--- config.mk ---
export PLATFORM = sky130hd
export DESIGN_NAME = pcg_top
export DESIGN_NICKNAME = d
export VERILOG_FILES = /design/src/rtl/pcg_pkg.sv /design/src/rtl/pcg_permit.sv /design/src/rtl/pcg_counter.sv /design/src/rtl/pcg_top.sv
export SDC_FILE = /design/constraint.sdc
export NUM_CORES = 1
export LEC_CHECK = 0
export BUFFER_PORTS_ARGS = -buffer_cell sky130_fd_sc_hd__buf_2
export CORE_ASPECT_RATIO = 0.8
export CORE_MARGIN = 2
export CORE_UTILIZATION = 61
export CTS_BUF_LIST = sky130_fd_sc_hd__clkbuf_4 sky130_fd_sc_hd__clkbuf_8
export DETAILED_ROUTE_END_ITERATION = 8
export PLACE_DENSITY_LB_ADDON = 0.2
export RECOVER_POWER = 100
export SETUP_SLACK_MARGIN = 0.15
export SLEW_MARGIN = 15
export SYNTH_ARGS = -nofsm -noshare
export SYNTH_HDL_FRONTEND = slang
export SYNTH_SLANG_ARGS = --single-unit
--- constraint.sdc ---
create_clock -name clk -period 5.5 [get_ports clk]
set_clock_uncertainty 0.2 [all_clocks]
set_input_delay 1.1 -clock clk [delete_from_list [all_inputs] [get_ports clk]]
set_output_delay 1.1 -clock clk [all_outputs]
set_load 0.05 [all_outputs]
--- src/rtl/pcg_pkg.sv ---
package pcg_pkg;

   // Per-cycle counting permission produced by the gating logic
   typedef struct packed {
      logic evt_ok;
      logic cyc_ok;
   } pcg_permit_t;

endpackage

--- src/rtl/pcg_permit.sv ---
module pcg_permit
   import pcg_pkg::*;
#(
   parameter int TOP_PRESENT = 1
) (
   input  logic        clk,
   input  logic        rst_n,
   input  logic        is_secure,
   input  logic        at_top,
   input  logic        ns_bit,
   input  logic        cyc_sec_dis,
   input  logic        sec_evt_en,
   input  logic        ext_nidbg,
   input  logic        dp,
   output pcg_permit_t permit
);

   localparam logic TOP_ABSENT = (TOP_PRESENT == 0);

   logic sec_en_eff;
   logic sec_block;
   logic cyc_sec_block;

   // Effective secure enable: external permission or missing top level lift it
   assign sec_en_eff    = sec_evt_en | ext_nidbg | (TOP_ABSENT & ~ns_bit);
   assign sec_block     = is_secure & ~sec_en_eff;
   assign cyc_sec_block = cyc_sec_dis & (is_secure | at_top);

   assign permit.evt_ok = ~sec_block;
   assign permit.cyc_ok = ~cyc_sec_block & ~(dp & sec_block);

   // the external permission always lets event counting through
   assert_nidbg_R6: assert property (@(posedge clk) disable iff (!rst_n)
      ext_nidbg |-> permit.evt_ok);

   // outside Secure state event counting is never vetoed
   assert_nonsec_R4: assert property (@(posedge clk) disable iff (!rst_n)
      !is_secure |-> permit.evt_ok);

endmodule

--- src/rtl/pcg_counter.sv ---
module pcg_counter #(
   parameter int W = 32
) (
   input  logic         clk,
   input  logic         rst_n,
   input  logic         clr,
   input  logic         inc,
   output logic [W-1:0] cnt,
   output logic         ovf
);

   localparam logic [W-1:0] ALL_ONES = {W{1'b1}};

   if (W < 2) begin : g_bad_width
      $error("pcg_counter: W must be at least 2");
   end

   always_ff @(posedge clk or negedge rst_n) begin
      if (!rst_n) begin
         cnt <= '0;
         ovf <= 1'b0;
      end else if (clr) begin
         cnt <= '0;
         ovf <= 1'b0;
      end else if (inc) begin
         cnt <= cnt + 1'b1;
         if (cnt == ALL_ONES) ovf <= 1'b1;
      end
   end

   // a permitted request advances the count by exactly one
   assert_inc_R1: assert property (@(posedge clk) disable iff (!rst_n)
      (!clr && inc) |=> cnt == $past(cnt) + 1'b1);

   assert_hold_R2: assert property (@(posedge clk) disable iff (!rst_n)
      (!clr && !inc) |=> cnt == $past(cnt));

   assert_wrap_R9: assert property (@(posedge clk) disable iff (!rst_n)
      (!clr && inc && cnt == ALL_ONES) |=> (ovf && cnt == '0));

   assert_sticky_R9: assert property (@(posedge clk) disable iff (!rst_n)
      (!clr && ovf) |=> ovf);

   assert_clear_R10: assert property (@(posedge clk) disable iff (!rst_n)
      clr |=> (cnt == '0 && !ovf));

endmodule

--- src/rtl/pcg_top.sv ---
module pcg_top
   import pcg_pkg::*;
#(
   parameter int N_EVT       = 4,
   parameter int EVT_W       = 32,
   parameter int CYC_W       = 64,
   parameter int TOP_PRESENT = 1
) (
   input  logic                   clk,
   input  logic                   rst_n,
   input  logic                   clr,
   input  logic                   is_secure,
   input  logic                   at_top,
   input  logic                   ns_bit,
   input  logic                   cyc_sec_dis,
   input  logic                   sec_evt_en,
   input  logic                   mt_en,
   input  logic                   ext_nidbg,
   input  logic                   dp,
   input  logic                   cyc_en,
   input  logic [N_EVT-1:0]       evt_en,
   input  logic [N_EVT-1:0]       evt_pulse,
   input  logic [N_EVT-1:0]       mt_sel,
   output logic [N_EVT-1:0]       mt_eff,
   output logic [N_EVT*EVT_W-1:0] evt_cnt,
   output logic [N_EVT-1:0]       evt_ovf,
   output logic [CYC_W-1:0]       cyc_cnt,
   output logic                   cyc_ovf
);

   localparam int CNT_BITS = N_EVT * EVT_W;

   if (N_EVT < 1 || N_EVT > 31) begin : g_bad_count
      $error("pcg_top: N_EVT must lie in 1..31");
   end
   if (TOP_PRESENT != 0 && TOP_PRESENT != 1) begin : g_bad_top
      $error("pcg_top: TOP_PRESENT must be 0 or 1");
   end
   if (CNT_BITS > 4096) begin : g_bad_bits
      $error("pcg_top: counter bank too wide");
   end

   pcg_permit_t permit;

   pcg_permit #(.TOP_PRESENT(TOP_PRESENT)) permit_i (
      .clk         (clk),
      .rst_n       (rst_n),
      .is_secure   (is_secure),
      .at_top      (at_top),
      .ns_bit      (ns_bit),
      .cyc_sec_dis (cyc_sec_dis),
      .sec_evt_en  (sec_evt_en),
      .ext_nidbg   (ext_nidbg),
      .dp          (dp),
      .permit      (permit)
   );

   for (genvar i = 0; i < N_EVT; i++) begin : g_evt
      logic inc_i;
      assign inc_i     = evt_pulse[i] & evt_en[i] & permit.evt_ok;
      assign mt_eff[i] = mt_sel[i] & mt_en;

      pcg_counter #(.W(EVT_W)) ctr_i (
         .clk   (clk),
         .rst_n (rst_n),
         .clr   (clr),
         .inc   (inc_i),
         .cnt   (evt_cnt[i*EVT_W +: EVT_W]),
         .ovf   (evt_ovf[i])
      );
   end

   pcg_counter #(.W(CYC_W)) cyc_i (
      .clk   (clk),
      .rst_n (rst_n),
      .clr   (clr),
      .inc   (cyc_en & permit.cyc_ok),
      .cnt   (cyc_cnt),
      .ovf   (cyc_ovf)
   );

   // secure cycle disable freezes the cycle counter in Secure state or at the top level
   assert_sccd_R3: assert property (@(posedge clk) disable iff (!rst_n)
      (!clr && cyc_sec_dis && (is_secure || at_top)) |=> cyc_cnt == $past(cyc_cnt));

   // without any lift of the secure enable, Secure state freezes the event bank
   assert_secevt_R4: assert property (@(posedge clk) disable iff (!rst_n)
      (!clr && is_secure && !sec_evt_en && !ext_nidbg && (TOP_PRESENT != 0 || ns_bit))
      |=> evt_cnt == $past(evt_cnt));

   // with prohibit select set, the same condition also freezes the cycle counter
   assert_dp_R5: assert property (@(posedge clk) disable iff (!rst_n)
      (!clr && dp && is_secure && !sec_evt_en && !ext_nidbg && (TOP_PRESENT != 0 || ns_bit))
      |=> cyc_cnt == $past(cyc_cnt));

   // multithread selects are masked by the master enable
   assert_mt_R8: assert property (@(posedge clk) disable iff (!rst_n)
      !mt_en |-> mt_eff == '0);

endmodule

Word level (Yosys, flattened, before mapping)
Index checks and enable logic that the tools add are counted.

storage, ports and cells
  flip-flop bits (word level) = 197
  output and inout port bits = 201
  logic and storage cells = 83

operators by class
  add/sub/neg operators = 5
  eq/ne operators = 5
  muxes and demuxes = 25
  bitwise gates (word level) = 23
  reductions and logical operators = 15

operators by type and width
  cell                   number
  $mux 32                8
  $add 32x1->32 const B  4
  $eq 32x32->1 const B   4
  $mux 64                2
  $add 64x1->64 const B  1
  $eq 64x64->1 const B   1
  $reduce_bool 2->1      10
  $and 1x1->1            17
  $mux 1                 15
  $reduce_and 2->1       5
  $not 1->1              4
  $or 1x1->1             2

Logic depth before layout (Yosys ltp)
Gate-level depths: netlist (run 1).

  depth after elaboration = 9
  gate-level depth with buffers = 7

Hierarchy
A second synthesis (run 1) with hierarchy kept.

unflattened totals
  cell total of the unflattened synthesis = 1111
  area, all modules = 10361.2 um^2

by module, submodules not included
  module                            times used  cells each  area each (um^2)  sequential area each (um^2)
  pcg_counter (g_evt[0].ctr_i ...)  4           180         1709.1            825.8
  pcg_counter (cyc_i)               1           378         3447.1            1626.6
  pcg_top                           1           9           56.3              0.0
  pcg_permit                        1           4           21.3              0.0

Worst setup path after synthesis (run 1)
OpenSTA, ideal clock, no wires.

  path kind = input port to flip-flop
  start = input port is_secure
  end = register g_evt[2].ctr_i.cnt[9]
  setup time = 132 ps
  arrival time = 2492 ps
  data required time = 5168 ps
  slack = 2676 ps
  stages = 6
  path through = nor3b_2 -> buf_2 -> nor4_1 -> nand4_1 -> xor2_1 -> nor2_1

between the ends
  cells in the longest elaborated chain, start to end = 4

RTL lines
  what                                RTL line           text
  from (decl)                         pcg_top.sv:12      input logic is_secure,
  $and 1x1->1                         pcg_permit.sv:26   assign sec_block = is_secure & ~sec_en_eff;
  $not 1->1                           pcg_permit.sv:29   assign permit.evt_ok = ~sec_block;
  $and 1x1->1                         pcg_top.sv:60      assign inc_i = evt_pulse[i] & evt_en[i] & permit.evt_ok;
  $reduce_bool 2->1 (no source line)  --
  to (signal assigned)                pcg_counter.sv:26  cnt <= cnt + 1'b1;
  to (decl)                           pcg_counter.sv:8   output logic [W-1:0] cnt,

Every way passes these cells.
A chain may end at the register's enable or synchronous reset.

Worst setup path in the final report (run 1)
  start = input port is_secure
  end = register g_evt[0].ctr_i.cnt[27]

between the ends
  cells in the longest elaborated chain, start to end = 4

RTL lines
  what                                RTL line
  $and 1x1->1                         pcg_permit.sv:26
  $not 1->1                           pcg_permit.sv:29
  $and 1x1->1                         pcg_top.sv:60
  $reduce_bool 2->1 (no source line)  --
  to (signal assigned)                pcg_counter.sv:26
  to (decl)                           pcg_counter.sv:8

Every way passes these cells.

==> results of run 1 <==
## metal layers
| layer | vias up | wire [um] | track usage [%] |
|---|---|---|---|
| met3 | 34 | 1889 | 5.627 |
| met1 | 4505 | 11490 | 42.60 |
| met2 | 337 | 11680 | 43.61 |
| met5 | - | 0 | 0 |
| met4 | 0 | 482 | 8.988 |
| li1 | 4286 | - | - |
## cell type report
cell class	instances	area (sq um)	share of cell area (%)
Clock buffer	20	269.0	2.319
Clock inverter	11	221.5	1.909
Inverter	19	71.32	0.6149
Multi-Input combinational cell	823	4920	42.42
Sequential cell	197	4930	42.50
Tap cell	220	275.3	2.373
Timing Repair Buffer	228	912.1	7.864
## final timing paths
check | endpoint | depth (start not counted) | slack, ps | start
min reg2reg | g_evt[2].ctr_i.ovf | 1 | 310 | g_evt[2].ctr_i.ovf
max in group asynchronous | g_evt[3].ctr_i.cnt[3] | 1 | 1990 | rst_n
max reg2reg | cyc_i.cnt[56] | 6 | 2300 | cyc_i.cnt[0]
min in group asynchronous | cyc_i.cnt[53] | 1 | 1390 | rst_n
max | g_evt[0].ctr_i.cnt[27] | 7 | 1670 | is_secure
min | g_evt[2].ctr_i.ovf | 1 | 310 | g_evt[2].ctr_i.ovf
## sequential cells by signal, summed over array words and instances (netlist names)
name and flops:
cyc_i.cnt 64, g_evt.ctr_i.ovf 4, g_evt.ctr_i.cnt 128, cyc_i.ovf 1
## power breakdown
group	switching, mW	internal, mW
combinational	0.0945	0.0201
sequential	0.00680	1.45
clock	0.515	0.618
## layout by cell type (no fill, tap or decap), drive strengths merged, types with 11 or more instances in the layout
cell,Yosys,routed
clkbuf,35,225
dfrtp,197,197
nor2,154,154
nand4,79,79
xor2,68,68
nand2,67,67
nand3,67,67
xnor2,63,63
a21oi,60,60
o21ai,50,50
or3,42,42
nor3,35,35
and3,28,28
nor4,26,26
buf,14,23
and4,21,21
inv,19,21
and2,11,11
or4,11,11
## cells by family after synthesis
kind of cell,synth area share (%)
simple gates,30.18
flops,48.44
xor+xnor,11.27
compound gates,6.602
buf+inv,2.779
fa+ha+maj,0.6147
mux,0.1106
## stage by stage
stage,total power [mW],cell area (sq um)
floorplan,1.549,10180
global placement,1.606,11430
detailed placement,1.607,11430
CTS,2.725,11920
global route,2.792,11600
finish,2.706,11600
## critical path: cells and delay by family
kind	cells	cell delay (ps)
AOI/OAI and AO/OA	1	140
buffers and inverters	2	540
and+or+nand+nor	4	2230
==> impl_metrics.ini, run 1 <==
[outcome]
outcome = complete, but fails checks
violations = capacitance limit, slew limit

[cts]
cts_resized = 0
h-tree-depth = 4
hold_buffers = 0
cts.sinks = 197
cts_root_buf = clkbuf_8
post-cts-setup-buffer-count = 0
clockBufferDepth = 2
cts_tree = built
cts-buffers-inserted = 17
clk_pin_slew_worst_paths_ps = 100
clk_latency_ps = 460

[route]
ant_nets = 0
vias = 9162
drc = 0
routed_wl_um = 25540
viasPerCell = 6.036
wire_per_inst_um = 16.82
dr.pass1.iters = 5
drt-initial-drc-count = 672

[global_route]
gr-total-overflow = 0
grt_pass1_vias = 8353
grtUsageTotal_pct = 28.90
antenna_found_initial = 0
grt_pass1_wl_um = 41790
grt_max_degree = 132

[yosys]
yosysUniqueCellTypes = 48
ys_top_cells_by_count = dfrtp_1, nor2_1, nand4_1
synth_area_sq_um = 10180
yosysSeqAreaShare_pct = 48.44
yosysMostFrequentCell = dfrtp_1
ys_ff_latch = 197
synth-warning-count = 0
synthArstFlopShare_pct = 100.0
syn_nets = 1117
synthTopCellsByArea = dfrtp_1, xor2_1, nor2_1
yosysTopAreaCell = dfrtp_1
postSynthAreaPerCell_sq_um = 9.354
netlist.area_leader.share_pct = 48.44
synth_flop_cell = dfrtp_1
synthCells = 1088
synth_enable_flop_cells = 0

[place]
place_hpwl_um = 17320
io_buffers = 223
post-place-ws_ps = 1327
gp_congestion = 0.8544
placedCellCount = 1487

[worst_setup_path]
slowest_stage = nor3_1
path_cells = clkbuf_1, nor3b_1, clkbuf_1, nor3_1, nand3_1, or4b_1, a21oi_1
arrival_ps = 4030
worstSetupPathType = in2reg
crit_top_cell = clkbuf_1
setup.worst_path.end_class = flop
slowest_delay_ps = 950
worst-path-max-fanout = 25
cp-start-kind = primary input
cp.required_ps = 5690

[die]
core_area_sq_um = 16450
ios = 225
die-area_sq_um = 17740
die_w_um = 148.4
num_rows = 42
dieHeight_um = 119.5
initial_core_util_pct = 61.87

[final_layout]
fin_util_pct = 70.52
nets = 1315
synthToLayoutAreaGrowth_pct = 13.97
nFillCells = 1373
stdcell_count = 1518
drive_above_1_share_pct = 5.239
antenna_cells = 0

[timing]
period_minus_slack_ps = 3834
hold_ws_ps = 311.2
fin_crit_sh_pct = 69.71
rsz0062_at_grt = no
fin_setup_tns_ps = 0
worst_pin_slew_ps = 2970
relSlewSlack_pct = -98.01
timing.final.ws_setup_ps = 1666
hold_viol = 0
fmax_mhz = 260.8
setup_viol = 0
slew_viol_final = 120

[flow_run]
drv_cap = 1

[worst_hold_path]
hold_class = reg2reg

[power]
powerDensity_nw_per_um2 = 233.3
vdd_drop_max_uv = 144.5
p_leak_nw = 4.551
(Power assumes the default switching activity.)
==> inputs of run 2 (changes only) <==
Settings changed: CORE_UTILIZATION 61 to 51.
Clock period 5.5 ns to 3.1 ns, I/O delays scaled along.
==> run 2 against run 1 <==
  * The run still ends with capacitance limit, slew limit left
  * Wire length increased by 0.34%
  * Global-route usage decreased by 4.8 points
  * Total power increased by 66%
  * Cell count increased by 4.2%
  * Critical path type unchanged
  * Via count decreased by 0.97%
  * Register-to-register slack got worse by 1900 ps
  * Die area increased by 19%
  * Non-clock buffer count increased by 21
==> impl_metrics.ini, run 2 (synthesis results as in run 1) <==
[outcome]
outcome = complete, but fails checks
violations = capacitance limit, slew limit

[timing]
fin_setup_tns_ps = 0
fin_crit_sh_pct = 89.92
period_minus_slack_ps = 2788
fmax_mhz = 358.7
rsz0062_at_grt = no
setup_viol = 0
hold_viol = 0
worst_pin_slew_ps = 1748
slew_viol_final = 67
relSlewSlack_pct = -16.51

[power]
vdd_drop_max_uv = 254.5
p_leak_nw = 4.587
powerDensity_nw_per_um2 = 383.5

[worst_setup_path]
slowest_stage = nor3b_1
cp-start-kind = primary input
arrival_ps = 2980
cp.required_ps = 3290
worst-path-max-fanout = 10
crit_top_cell = clkbuf_1
path_cells = buf_2, nor3b_1, clkbuf_1, nor3_1, clkbuf_1, nand3_1, o21ai_0, a21oi_1
setup.worst_path.end_class = flop
slowest_delay_ps = 1120
worstSetupPathType = in2reg
r2r_setup_slack_ps = 370

[cts]
h-tree-depth = 4
clk_pin_slew_worst_paths_ps = 100
clockBufferDepth = 2
cts.sinks = 197
cts_resized = 0
clk_latency_ps = 470
cts-buffers-inserted = 17
cts_root_buf = clkbuf_8
cts_tree = built

[place]
io_buffers = 223
gp_congestion = 0.8057
placed_cell_area_sq_um = 11660
place_hpwl_um = 17930

[final_layout]
largest_register = g_evt.ctr_i.cnt
fin_util_pct = 59.48
largestRegisters = g_evt.ctr_i.cnt: 128 flops, cyc_i.cnt: 64 flops, g_evt.ctr_i.ovf: 4 flops
mostFrequentLayoutCells = clkbuf_1, dfrtp_1, nor2_1
antenna_cells = 0
synthToLayoutAreaGrowth_pct = 15.05
nets = 1336
final_common_cell = clkbuf_1
nFillCells = 1869
drive_above_1_share_pct = 5.918
fin_area_sq_um = 11710
largest_reg_flops = 128

[global_route]
antenna_found_initial = 0
grt_pass1_vias = 7982
grt_pass1_wl_um = 41170
gr-total-overflow = 0
grtUsageTotal_pct = 24.06
grt_max_degree = 90

[worst_hold_path]
hold_class = reg2reg

[die]
num_rows = 46
core_area_sq_um = 19680
ios = 225
die_w_um = 161.9
initial_core_util_pct = 51.70
dieHeight_um = 130.4
die-area_sq_um = 21110

[route]
wire_per_inst_um = 16.20
viasPerCell = 5.735
vias = 9073
drt-initial-drc-count = 649
ant_nets = 0
dr.pass1.iters = 4
drc = 0
routed_wl_um = 25630

[flow_run]
drv_cap = 1
run 2: cell type report:
class	count	area (sq um)	area share (%)
clock buffers	20	269.0	2.298
clock inverters	10	122.6	1.047
inverters	19	71.32	0.6091
multi-input cells	823	4935	42.15
flip-flops and latches	197	4930	42.10
well taps	264	330.3	2.821
repair buffers	249	1051	8.976
run 2: worst max-delay path, delay by kind of cell:
family	cells	cell delay [ps]
buffers and inverters	3	610
and+or+nand+nor	3	1460
AOI/OAI and AO/OA	2	290
run 2: metrics by stage:
stage / setup slack, ps / cells / total power [mW] / hold WS, ps
4_1_cts: 381.9 / 1582 / 4.546 / 314.7
5_1_grt: 110.1 / 1582 / 4.662 / 331.0
6_report: 312.3 / 1582 / 4.490 / 313.3
3_5_place_dp: 314.8 / 1551 / 2.868 / 291.2
2_1_floorplan: 533.4 / 1088 / 2.749 / 124.4
3_3_place_gp: 409.4 / 1551 / 2.867 / 279.6
run 2: path summary, 6_finish.rpt:
kind	start	to	depth (start not counted)
worst max-delay path	sec_evt_en	g_evt[2].ctr_i.cnt[31]	8
worst min-delay path	cyc_i.ovf	cyc_i.ovf	2
worst max register to register	cyc_i.cnt[0]	cyc_i.cnt[54]	6
worst min register to register	cyc_i.ovf	cyc_i.ovf	2
max in group asynchronous	rst_n	g_evt[3].ctr_i.cnt[3]	3
min in group asynchronous	rst_n	cyc_i.cnt[17]	2
run 2: power by group:
group	leakage (nW)	switching (mW)	internal, mW
sequential	2.75	0.0117	2.58
clock	0.192	0.917	0.768
combinational	1.65	0.172	0.0448
run 2: per-layer routing:
metal  part of all wire, %  track usage [%]  routed length (um)
met5                     0                0                   0
met4                   1.8            7.548                 456
met3                   5.4            4.545                1391
met2                    45            35.47               11430
met1                    48            35.99               12350
run 2: timing repair:
item | in CTS | in global routing
hold endpoints to repair | 63 | 0
setup buffers | 0 | 0
hold buffers | 1 | 0
